$ cat src/rtl/csc_pkg.sv
package csc_pkg;
  localparam int NUM_ROWS = 3;
  localparam int TERMS    = 4;
  localparam int NUM_REGS = NUM_ROWS * TERMS;
  localparam int REG_W    = 32;

  // Power-on matrix, index = row*4 + term, rows G, R, B; terms Y, U, V, constant
  function automatic logic [REG_W-1:0] default_coef(input int idx);
    logic [REG_W-1:0] v;
    case (idx)
      0, 4, 8: v = 32'h0000_04a7;
      1:       v = 32'h0000_1e6f;
      2:       v = 32'h0000_1cbf;
      3:       v = 32'h0000_0877;
      6:       v = 32'h0000_0662;
      7:       v = 32'h0000_3211;
      9:       v = 32'h0000_0812;
      11:      v = 32'h0000_2eb1;
      default: v = '0;
    endcase
    return v;
  endfunction
endpackage

$ cat src/rtl/csc_regfile.sv
module csc_regfile
  import csc_pkg::*;
#(
  parameter int ADDR_W = 4
) (
  input  logic                             clk,
  input  logic                             rst,
  input  logic                             cfg_we,
  input  logic [ADDR_W-1:0]                cfg_addr,
  input  logic [REG_W-1:0]                 cfg_wdata,
  input  logic                             frame_start,
  output logic [NUM_REGS-1:0][REG_W-1:0]   eff_coef,
  output logic                             eff_bypass
);
  localparam logic [ADDR_W-1:0] CTRL_ADDR = ADDR_W'(NUM_REGS);

  logic [NUM_REGS-1:0][REG_W-1:0] shadow_q, active_q;
  logic                           shadow_byp_q, active_byp_q;

  for (genvar i = 0; i < NUM_REGS; i++) begin : g_reg
    always_ff @(posedge clk) begin
      if (rst) begin
        shadow_q[i] <= default_coef(i);
        active_q[i] <= default_coef(i);
      end else begin
        if (frame_start) active_q[i] <= shadow_q[i];
        if (cfg_we && cfg_addr == ADDR_W'(i)) shadow_q[i] <= cfg_wdata;
      end
    end
  end

  always_ff @(posedge clk) begin
    if (rst) begin
      shadow_byp_q <= 1'b0;
      active_byp_q <= 1'b0;
    end else begin
      if (frame_start) active_byp_q <= shadow_byp_q;
      if (cfg_we && cfg_addr == CTRL_ADDR) shadow_byp_q <= cfg_wdata[0];
    end
  end

  // Pixel in the commit cycle already sees the shadow set
  always_comb begin
    eff_coef   = frame_start ? shadow_q : active_q;
    eff_bypass = frame_start ? shadow_byp_q : active_byp_q;
  end

  assert_hold_between_frames_R9: assert property (@(posedge clk) disable iff (rst)
    !frame_start |=> ($stable(active_q) && $stable(active_byp_q)));

  assert_commit_old_value_R10: assert property (@(posedge clk) disable iff (rst)
    (frame_start && cfg_we && cfg_addr < CTRL_ADDR)
      |=> active_q[$past(cfg_addr)] == $past(shadow_q[cfg_addr]));

  assert_shadow_write_R9: assert property (@(posedge clk) disable iff (rst)
    (cfg_we && cfg_addr < CTRL_ADDR) |=> shadow_q[$past(cfg_addr)] == $past(cfg_wdata));
endmodule

$ cat src/rtl/csc_mac.sv
module csc_mac #(
  parameter int PIX_W  = 8,
  parameter int COEF_W = 13,
  parameter int OFF_W  = 14,
  parameter int ALIGN  = 6,
  parameter int ACC_W  = 24
) (
  input  logic                     clk,
  input  logic                     rst,
  input  logic [2:0][PIX_W-1:0]    pix,
  input  logic [2:0][COEF_W-1:0]   coef,
  input  logic [OFF_W-1:0]         offset,
  output logic signed [ACC_W-1:0]  acc
);
  localparam int PROD_W = COEF_W + PIX_W + 1;
  localparam int EXT_W  = ACC_W - OFF_W - ALIGN;

  logic signed [PROD_W-1:0] prod_q [3];
  logic signed [ACC_W-1:0]  off_q;
  logic signed [ACC_W-1:0]  sum_c;

  // Stage 1: products and aligned constant
  for (genvar k = 0; k < 3; k++) begin : g_mul
    always_ff @(posedge clk) begin
      if (rst) prod_q[k] <= '0;
      else     prod_q[k] <= $signed(coef[k]) * $signed({1'b0, pix[k]});
    end
  end

  always_ff @(posedge clk) begin
    if (rst) off_q <= '0;
    else     off_q <= $signed({{EXT_W{offset[OFF_W-1]}}, offset, {ALIGN{1'b0}}});
  end

  // Stage 2: accumulate
  always_comb begin
    sum_c = off_q;
    for (int k = 0; k < 3; k++) sum_c = sum_c + ACC_W'(prod_q[k]);
  end

  always_ff @(posedge clk) begin
    if (rst) acc <= '0;
    else     acc <= sum_c;
  end
endmodule

$ cat src/rtl/csc_round_clamp.sv
module csc_round_clamp #(
  parameter int PIX_W = 8,
  parameter int FRAC  = 10,
  parameter int ACC_W = 24
) (
  input  logic                    clk,
  input  logic                    rst,
  input  logic signed [ACC_W-1:0] acc,
  input  logic                    bypass,
  input  logic [PIX_W-1:0]        raw,
  output logic [PIX_W-1:0]        result
);
  localparam logic signed [ACC_W-1:0] HALF = ACC_W'(1) <<< (FRAC - 1);
  localparam logic signed [ACC_W-1:0] MAXV = ACC_W'((1 << PIX_W) - 1);

  logic signed [ACC_W-1:0] rnd_c;
  logic [PIX_W-1:0]        sat_c;

  always_comb begin
    rnd_c = (acc + HALF) >>> FRAC;
    if (rnd_c < 0)         sat_c = '0;
    else if (rnd_c > MAXV) sat_c = '1;
    else                   sat_c = rnd_c[PIX_W-1:0];
  end

  // Stage 3: registered output
  always_ff @(posedge clk) begin
    if (rst) result <= '0;
    else     result <= bypass ? raw : sat_c;
  end

  assert_clamp_low_R6: assert property (@(posedge clk) disable iff (rst)
    (!bypass && acc < 0) |=> result == '0);

  assert_clamp_high_R6: assert property (@(posedge clk) disable iff (rst)
    (!bypass && acc >= (MAXV <<< FRAC)) |=> result == '1);
endmodule

$ cat src/rtl/yuv2rgb_csc.sv
module yuv2rgb_csc
  import csc_pkg::*;
#(
  parameter int PIX_W     = 8,
  parameter int COEF_W    = 13,
  parameter int COEF_FRAC = 10,
  parameter int OFF_W     = 14,
  parameter int OFF_FRAC  = 4,
  parameter int ADDR_W    = 4
) (
  input  logic              clk,
  input  logic              rst,
  input  logic              cfg_we,
  input  logic [ADDR_W-1:0] cfg_addr,
  input  logic [31:0]       cfg_wdata,
  input  logic              frame_start,
  input  logic              in_valid,
  input  logic [PIX_W-1:0]  in_c0,
  input  logic [PIX_W-1:0]  in_c1,
  input  logic [PIX_W-1:0]  in_c2,
  output logic              out_valid,
  output logic [PIX_W-1:0]  out_r,
  output logic [PIX_W-1:0]  out_g,
  output logic [PIX_W-1:0]  out_b
);
  localparam int ALIGN  = COEF_FRAC - OFF_FRAC;
  localparam int PROD_W = COEF_W + PIX_W + 1;
  localparam int ACC_W  = PROD_W + 2;

  logic [NUM_REGS-1:0][REG_W-1:0] eff_coef;
  logic                           eff_bypass;

  csc_regfile #(.ADDR_W(ADDR_W)) u_regs (
    .clk(clk), .rst(rst), .cfg_we(cfg_we), .cfg_addr(cfg_addr),
    .cfg_wdata(cfg_wdata), .frame_start(frame_start),
    .eff_coef(eff_coef), .eff_bypass(eff_bypass)
  );

  logic [2:0][PIX_W-1:0] pix_in, pix_s1, pix_s2;
  logic                  byp_s1, byp_s2, vld_s1, vld_s2;
  assign pix_in = {in_c2, in_c1, in_c0};

  always_ff @(posedge clk) begin
    if (rst) begin
      pix_s1 <= '0; pix_s2 <= '0;
      byp_s1 <= 1'b0; byp_s2 <= 1'b0;
      vld_s1 <= 1'b0; vld_s2 <= 1'b0; out_valid <= 1'b0;
    end else begin
      pix_s1 <= pix_in;     pix_s2 <= pix_s1;
      byp_s1 <= eff_bypass; byp_s2 <= byp_s1;
      vld_s1 <= in_valid;   vld_s2 <= vld_s1; out_valid <= vld_s2;
    end
  end

  logic [2:0][PIX_W-1:0] row_out;

  // Rows: 0 = G (bypass from c1), 1 = R (c0), 2 = B (c2)
  for (genvar r = 0; r < NUM_ROWS; r++) begin : g_row
    localparam int BASE = r * TERMS;
    localparam int RAW  = (r == 0) ? 1 : ((r == 1) ? 0 : 2);
    logic [2:0][COEF_W-1:0]  w;
    logic signed [ACC_W-1:0] acc;

    assign w = {eff_coef[BASE+2][COEF_W-1:0], eff_coef[BASE+1][COEF_W-1:0],
                eff_coef[BASE][COEF_W-1:0]};

    csc_mac #(.PIX_W(PIX_W), .COEF_W(COEF_W), .OFF_W(OFF_W),
              .ALIGN(ALIGN), .ACC_W(ACC_W)) u_mac (
      .clk(clk), .rst(rst), .pix(pix_in), .coef(w),
      .offset(eff_coef[BASE+3][OFF_W-1:0]), .acc(acc)
    );

    csc_round_clamp #(.PIX_W(PIX_W), .FRAC(COEF_FRAC), .ACC_W(ACC_W)) u_rc (
      .clk(clk), .rst(rst), .acc(acc), .bypass(byp_s2),
      .raw(pix_s2[RAW]), .result(row_out[r])
    );
  end

  assign out_g = row_out[0];
  assign out_r = row_out[1];
  assign out_b = row_out[2];

  logic [1:0] warm_q;
  always_ff @(posedge clk) begin
    if (rst)              warm_q <= '0;
    else if (warm_q != 3) warm_q <= warm_q + 2'd1;
  end

  assert_valid_delay_R7: assert property (@(posedge clk) disable iff (rst)
    (warm_q == 2'd3) |-> out_valid == $past(in_valid, 3));

  assert_idle_after_reset_R11: assert property (@(posedge clk) disable iff (rst)
    (warm_q < 2'd3) |-> !out_valid);

  assert_bypass_pass_R8: assert property (@(posedge clk) disable iff (rst)
    (in_valid && eff_bypass) |-> ##3 (out_r == $past(in_c0, 3) &&
      out_g == $past(in_c1, 3) && out_b == $past(in_c2, 3)));
endmodule

$ cat config.mk
export PLATFORM = sky130hd
export DESIGN_NAME = yuv2rgb_csc
export DESIGN_NICKNAME = d
export VERILOG_FILES = /design/src/rtl/csc_pkg.sv /design/src/rtl/csc_regfile.sv /design/src/rtl/csc_mac.sv /design/src/rtl/csc_round_clamp.sv /design/src/rtl/yuv2rgb_csc.sv
export SDC_FILE = /design/constraint.sdc
export NUM_CORES = 2
export LEC_CHECK = 0
export CAP_MARGIN = 10
export CORE_MARGIN = 4
export CORE_UTILIZATION = 70
export DETAILED_ROUTE_END_ITERATION = 12
export HOLD_SLACK_MARGIN = 0.1
export PLACE_DENSITY_LB_ADDON = 0.15
export SYNTH_ARGS = -nofsm -noshare
export SYNTH_HDL_FRONTEND = slang
export SYNTH_HIERARCHICAL = 1
export SYNTH_SLANG_ARGS = --single-unit
$ cat constraint.sdc
create_clock -name clk -period 16.8 [get_ports clk]
set_clock_uncertainty 0.15 [all_clocks]
set_input_delay 3.36 -clock clk [delete_from_list [all_inputs] [get_ports clk]]
set_output_delay 3.36 -clock clk [all_outputs]
set_load 0.01 [all_outputs]
# After elaboration in Yosys (flattened, before gate mapping)

Memory sizes are Yosys's and may differ from the RTL's.
Cells that the tools add are included.

Add/sub/neg operators: 12
$mul: 9
Div/mod/pow operators: 0
Magnitude comparators: 6
Equal/unequal tests: 12
Shifts and indexed selects: 0
Mux-type cells: 22
Bitwise gates (word level): 9
Reductions and logical operators: 14

Operator list:

| operator                                             | number |
|---|---|
| 2-to-1 mux 366 bit                                   | 1 |
| multiplier 13 x 9 -> 22 bit                          | 9 |
| 2-to-1 mux 22 bit                                    | 9 |
| adder 23 x 22 -> 24 bit                              | 3 |
| adder 24 x 11 -> 24 bit (second input constant)      | 3 |
| adder 24 x 22 -> 24 bit                              | 3 |
| 2-to-1 mux 8 bit                                     | 9 |
| adder 20 x 22 -> 23 bit                              | 3 |
| > comparator 14 x 9 -> 1 bit (second input constant) | 3 |
| < comparator 14 x 1 -> 1 bit (second input constant) | 3 |
| == test 4 bit (second input constant)                | 5 |
| == test 4 x 3 -> 1 bit (second input constant)       | 4 |
| logical AND 1 bit                                    | 13 |
| bitwise OR 1 bit                                     | 9 |
| == test 4 x 2 -> 1 bit (second input constant)       | 2 |
| == test 4 x 1 -> 1 bit (second input constant)       | 1 |
| zero test 4 bit                                      | 1 |
| 2-to-1 mux 1 bit                                     | 3 |

Register bits: 942
Latch bits: 0
RAM bits: 198
Bits in read-only memories: 0
Input bits: 65
Word-level logic and storage cells: 135
Memories: 3

Memory list:

| memory                | words | width | read ports | clocked after memory_dff | write ports | RTL line      | source |
|---|---|---|---|---|---|---|---|
| g_row[0].u_mac.prod_q | 3     | 22    | 3          | 0                        | 3           | csc_mac.sv:18 | `logic signed [PROD_W-1:0] prod_q [3];` |
| g_row[1].u_mac.prod_q | 3     | 22    | 3          | 0                        | 3           | csc_mac.sv:18 |  |
| g_row[2].u_mac.prod_q | 3     | 22    | 3          | 0                        | 3           | csc_mac.sv:18 |  |

# Logic depth before layout (Yosys ltp)

Word-level depth: 5
Gate-level depth with buffers: 23
Depth with buffers taken out: 19

# Modules after synthesis

The synthesis kept the hierarchy.

By module, submodules not included:

| module                    | instances | cells an instance | area each (um2) | sequential area each (um2) |
|---|---|---|---|---|
| csc_regfile               | 1         | 2648              | 29724.8         | 15414.8 |
| csc_mac at g_row[2].u_mac | 1         | 1848              | 16363.2         | 2082.0 |
| csc_mac at g_row[0].u_mac | 1         | 1836              | 16360.7         | 2082.0 |
| csc_mac at g_row[1].u_mac | 1         | 1777              | 15976.6         | 2082.0 |
| csc_round_clamp           | 3         | 80                | 668.1           | 160.2 |
| yuv2rgb_csc               | 1         | 111               | 1417.6          | 1061.0 |

# Least setup slack after synthesis

Ideal clock, no wire load.

Path kind: input to register
Start point: input frame_start
End point: memory g_row[1].u_mac/prod_q[2][20] (netlist bit)
Arrival time: 8.297 ns
Setup slack: 8.232 ns
Cell stages on the path: 20
Buffers on the path: 4
Path through: buf_2 -> buf_2 -> buf_4 -> mux2_2 -> clkbuf_1 -> nand2_1 -> inv_1 -> fa_1 -> fa_1 -> fa_1 -> inv_1 -> fa_1 -> inv_1 -> ha_1 -> a211oi_1 -> o21bai_1 -> a21o_1 -> a221o_1 -> a31oi_1 -> mux2_2

RTL lines:

| what               | RTL line          | source |
|---|---|---|
| start: declaration | yuv2rgb_csc.sv:16 | `input logic frame_start,` |
| end: declaration   | csc_mac.sv:18     |  |

==> results.cfg <==
[yosys]
yosysWarnings = 6
synth_cells = 6895
syn_nets = 8313
syn-cell-area_um2 = 63900
syn_avg_cell_area_um2 = 9.27

[layout]
final_common_cell = inv_1
design_area_um2 = 67700
final_layout_size_suffix_gt1_share_pct = 7.34
final_cell_mix = 1271 x inv_1, 876 x fa_1, 681 x dfxtp_1
fillers = 6482
final_cells = 8035
syn2layout_area_growth_pct = 5.82
final_nets = 8212

[critical_path]
end_kind = register
crit_type = in -> reg
startpoint_type = primary input
crit_required_ps = 17160
r2r_setup_slack_ps = 11360
reg2reg_from = u_regs/shadow_q[332]$_SDFFE_PP0P_
cp_max_fo = 69
critPathCapture = g_row[0].u_mac/prod_q[1][21]$_SDFF_PP0_
r2r-end = g_row[2].u_mac/prod_q[2][20]$_SDFF_PP0_
ff2ff_path_depth = 15
crit_arrival_ps = 9720
worstSetupStartpoint = frame_start

[routing]
final_antenna_net_count = 0
wl_per_cell_um = 18.5
vias_per_cell = 5.66
dr_total_vias = 45500
firstDrtPassIters = 5
drtIter0Drc = 3170
finalWirelength_mm = 149
route.detailed.drc = 0

[global_route]
grt_max_degree = 196
antenna_found_initial = 15
grt_pass1_wl_mm = 245
grt_overflow_total = 0
grt_util_all_layers_pct = 32.0
grt_pass1_vias = 47400

[status]
outcome = finished, final reports clean

[sta]
worst_pin_slew_ps = 1220
finalCritPeriodShare_pct = 55.7
slew_headroom_pct = 18.6
setup_viol = 0
fin_crit_ps = 9360
tns_ps = 0
final_hold_viol_count = 0
drv_slew = 0
maxClockFrequency_mhz = 107
rsz0062_at_grt = no

[floorplan]
fp.dieH_um = 310
start_util_pct = 70.8
die-area_um2 = 96200
die_w_um = 310
rows = 110
core_um2 = 90300
num_io_pins = 90

[clocking]
cts.path.max_buffers = 3
numCtsBuffers = 76
cts_resized = 0
cts_tree = done
cts-hold-fix-buffers = 0
clk_transition_reported_paths_ps = 60
clk_latency_ps = 640
cts_max_level = 3
cts_setup_buffers = 0
cts_root_buffer = clkbuf_16
cts.sinks = 682

[power]
total_power_mw = 7.31
power.density_nw_per_um2 = 108
vdd_drop_max_uv = 97.7
p_leak_nw = 33.6

[placement]
placed_cell_area_um2 = 65100
place_hpwl_mm = 112
dp_cells = 7892
place_congestion = 0.910
port_buffers = 71

[run]
maxCapViolCount = 0

[hold_path]
hold_class = reg -> reg
worst max-delay path, stage by stage:
cell and delay, ps:
buf_6 570, buf_4 750, mux2_2 480, and2_1 220
fa_1 580, inv_1 170, fa_1 560, inv_1 50
fa_1 470, inv_1 50, fa_1 540, inv_1 40
ha_1 350, nand2_1 130, o21ai_0 350, a21oi_1 170
a21o_1 180, a31oi_1 170, mux2_2 370
worst min path at each step:
stage	depth (start not counted)	to	start	slack, ps
2_1_floorplan	1	byp_s2$_SDFF_PP0_	byp_s1$_SDFF_PP0_	260
3_3_place_gp	1	pix_s2[1]$_SDFF_PP0_	pix_s1[1]$_SDFF_PP0_	270
3_5_place_dp	1	pix_s2[4]$_SDFF_PP0_	pix_s1[4]$_SDFF_PP0_	270
4_1_cts	1	pix_s2[4]$_SDFF_PP0_	pix_s1[4]$_SDFF_PP0_	290
5_1_grt	1	byp_s2$_SDFF_PP0_	byp_s1$_SDFF_PP0_	300
6_report	1	pix_s2[4]$_SDFF_PP0_	pix_s1[4]$_SDFF_PP0_	280
final cells by class:
type                       count  area, um2  area share, %
timing repair buffer         112       1020           1.50
clock buffer                  99       2100           3.10
multi-input combinational   4651      44200           65.3
clock inverter                41        450          0.666
inverter                    1271       4770           7.05
tap                         1176       1470           2.17
sequential                   682      13700           20.2
antenna                        3       7.51         0.0111
metal layers:
layer	wire (um)	vias up	share of wire [%]	GRT usage (%)
li1	-	21200	-	-
met1	62600	22600	42	42.9
met2	69900	1376	47	53.2
met3	10300	319	6.9	5.17
met4	5830	10	3.9	11.5
met5	57	-	0.038	0
stage by stage:
stage	hold WS [ps]	setup slack [ps]	util [%]
2_1_floorplan	264	8280	-
3_3_place_gp	266	6920	72.1
3_5_place_dp	270	6860	72.1
4_1_cts	285	7510	74.9
5_1_grt	303	7130	74.9
6_report	284	7440	74.9
report_power, final:
| part | switching, mW | internal [mW] |
|---|---|---|
| registers | 0.151 | 1.82 |
| logic | 2.13 | 1.54 |
| clock network | 0.719 | 0.963 |
flip-flops by register name (all words and copies together), names as in the netlist:
name                 count
g_row.u_mac/off_q       42
out_valid                1
pix_s2                  24
byp_s1                   1
u_regs/shadow_q        159
g_row.u_mac/prod_q     198
byp_s2                   1
vld_s2                   1
pix_s1                  24
u_regs/shadow_byp_q      1
u_regs/active_byp_q      1
vld_s1                   1
g_row.u_mac/acc         45
u_regs/active_q        159
g_row.u_rc/result       24
No activity file was read; power rests on OpenSTA's default activity.
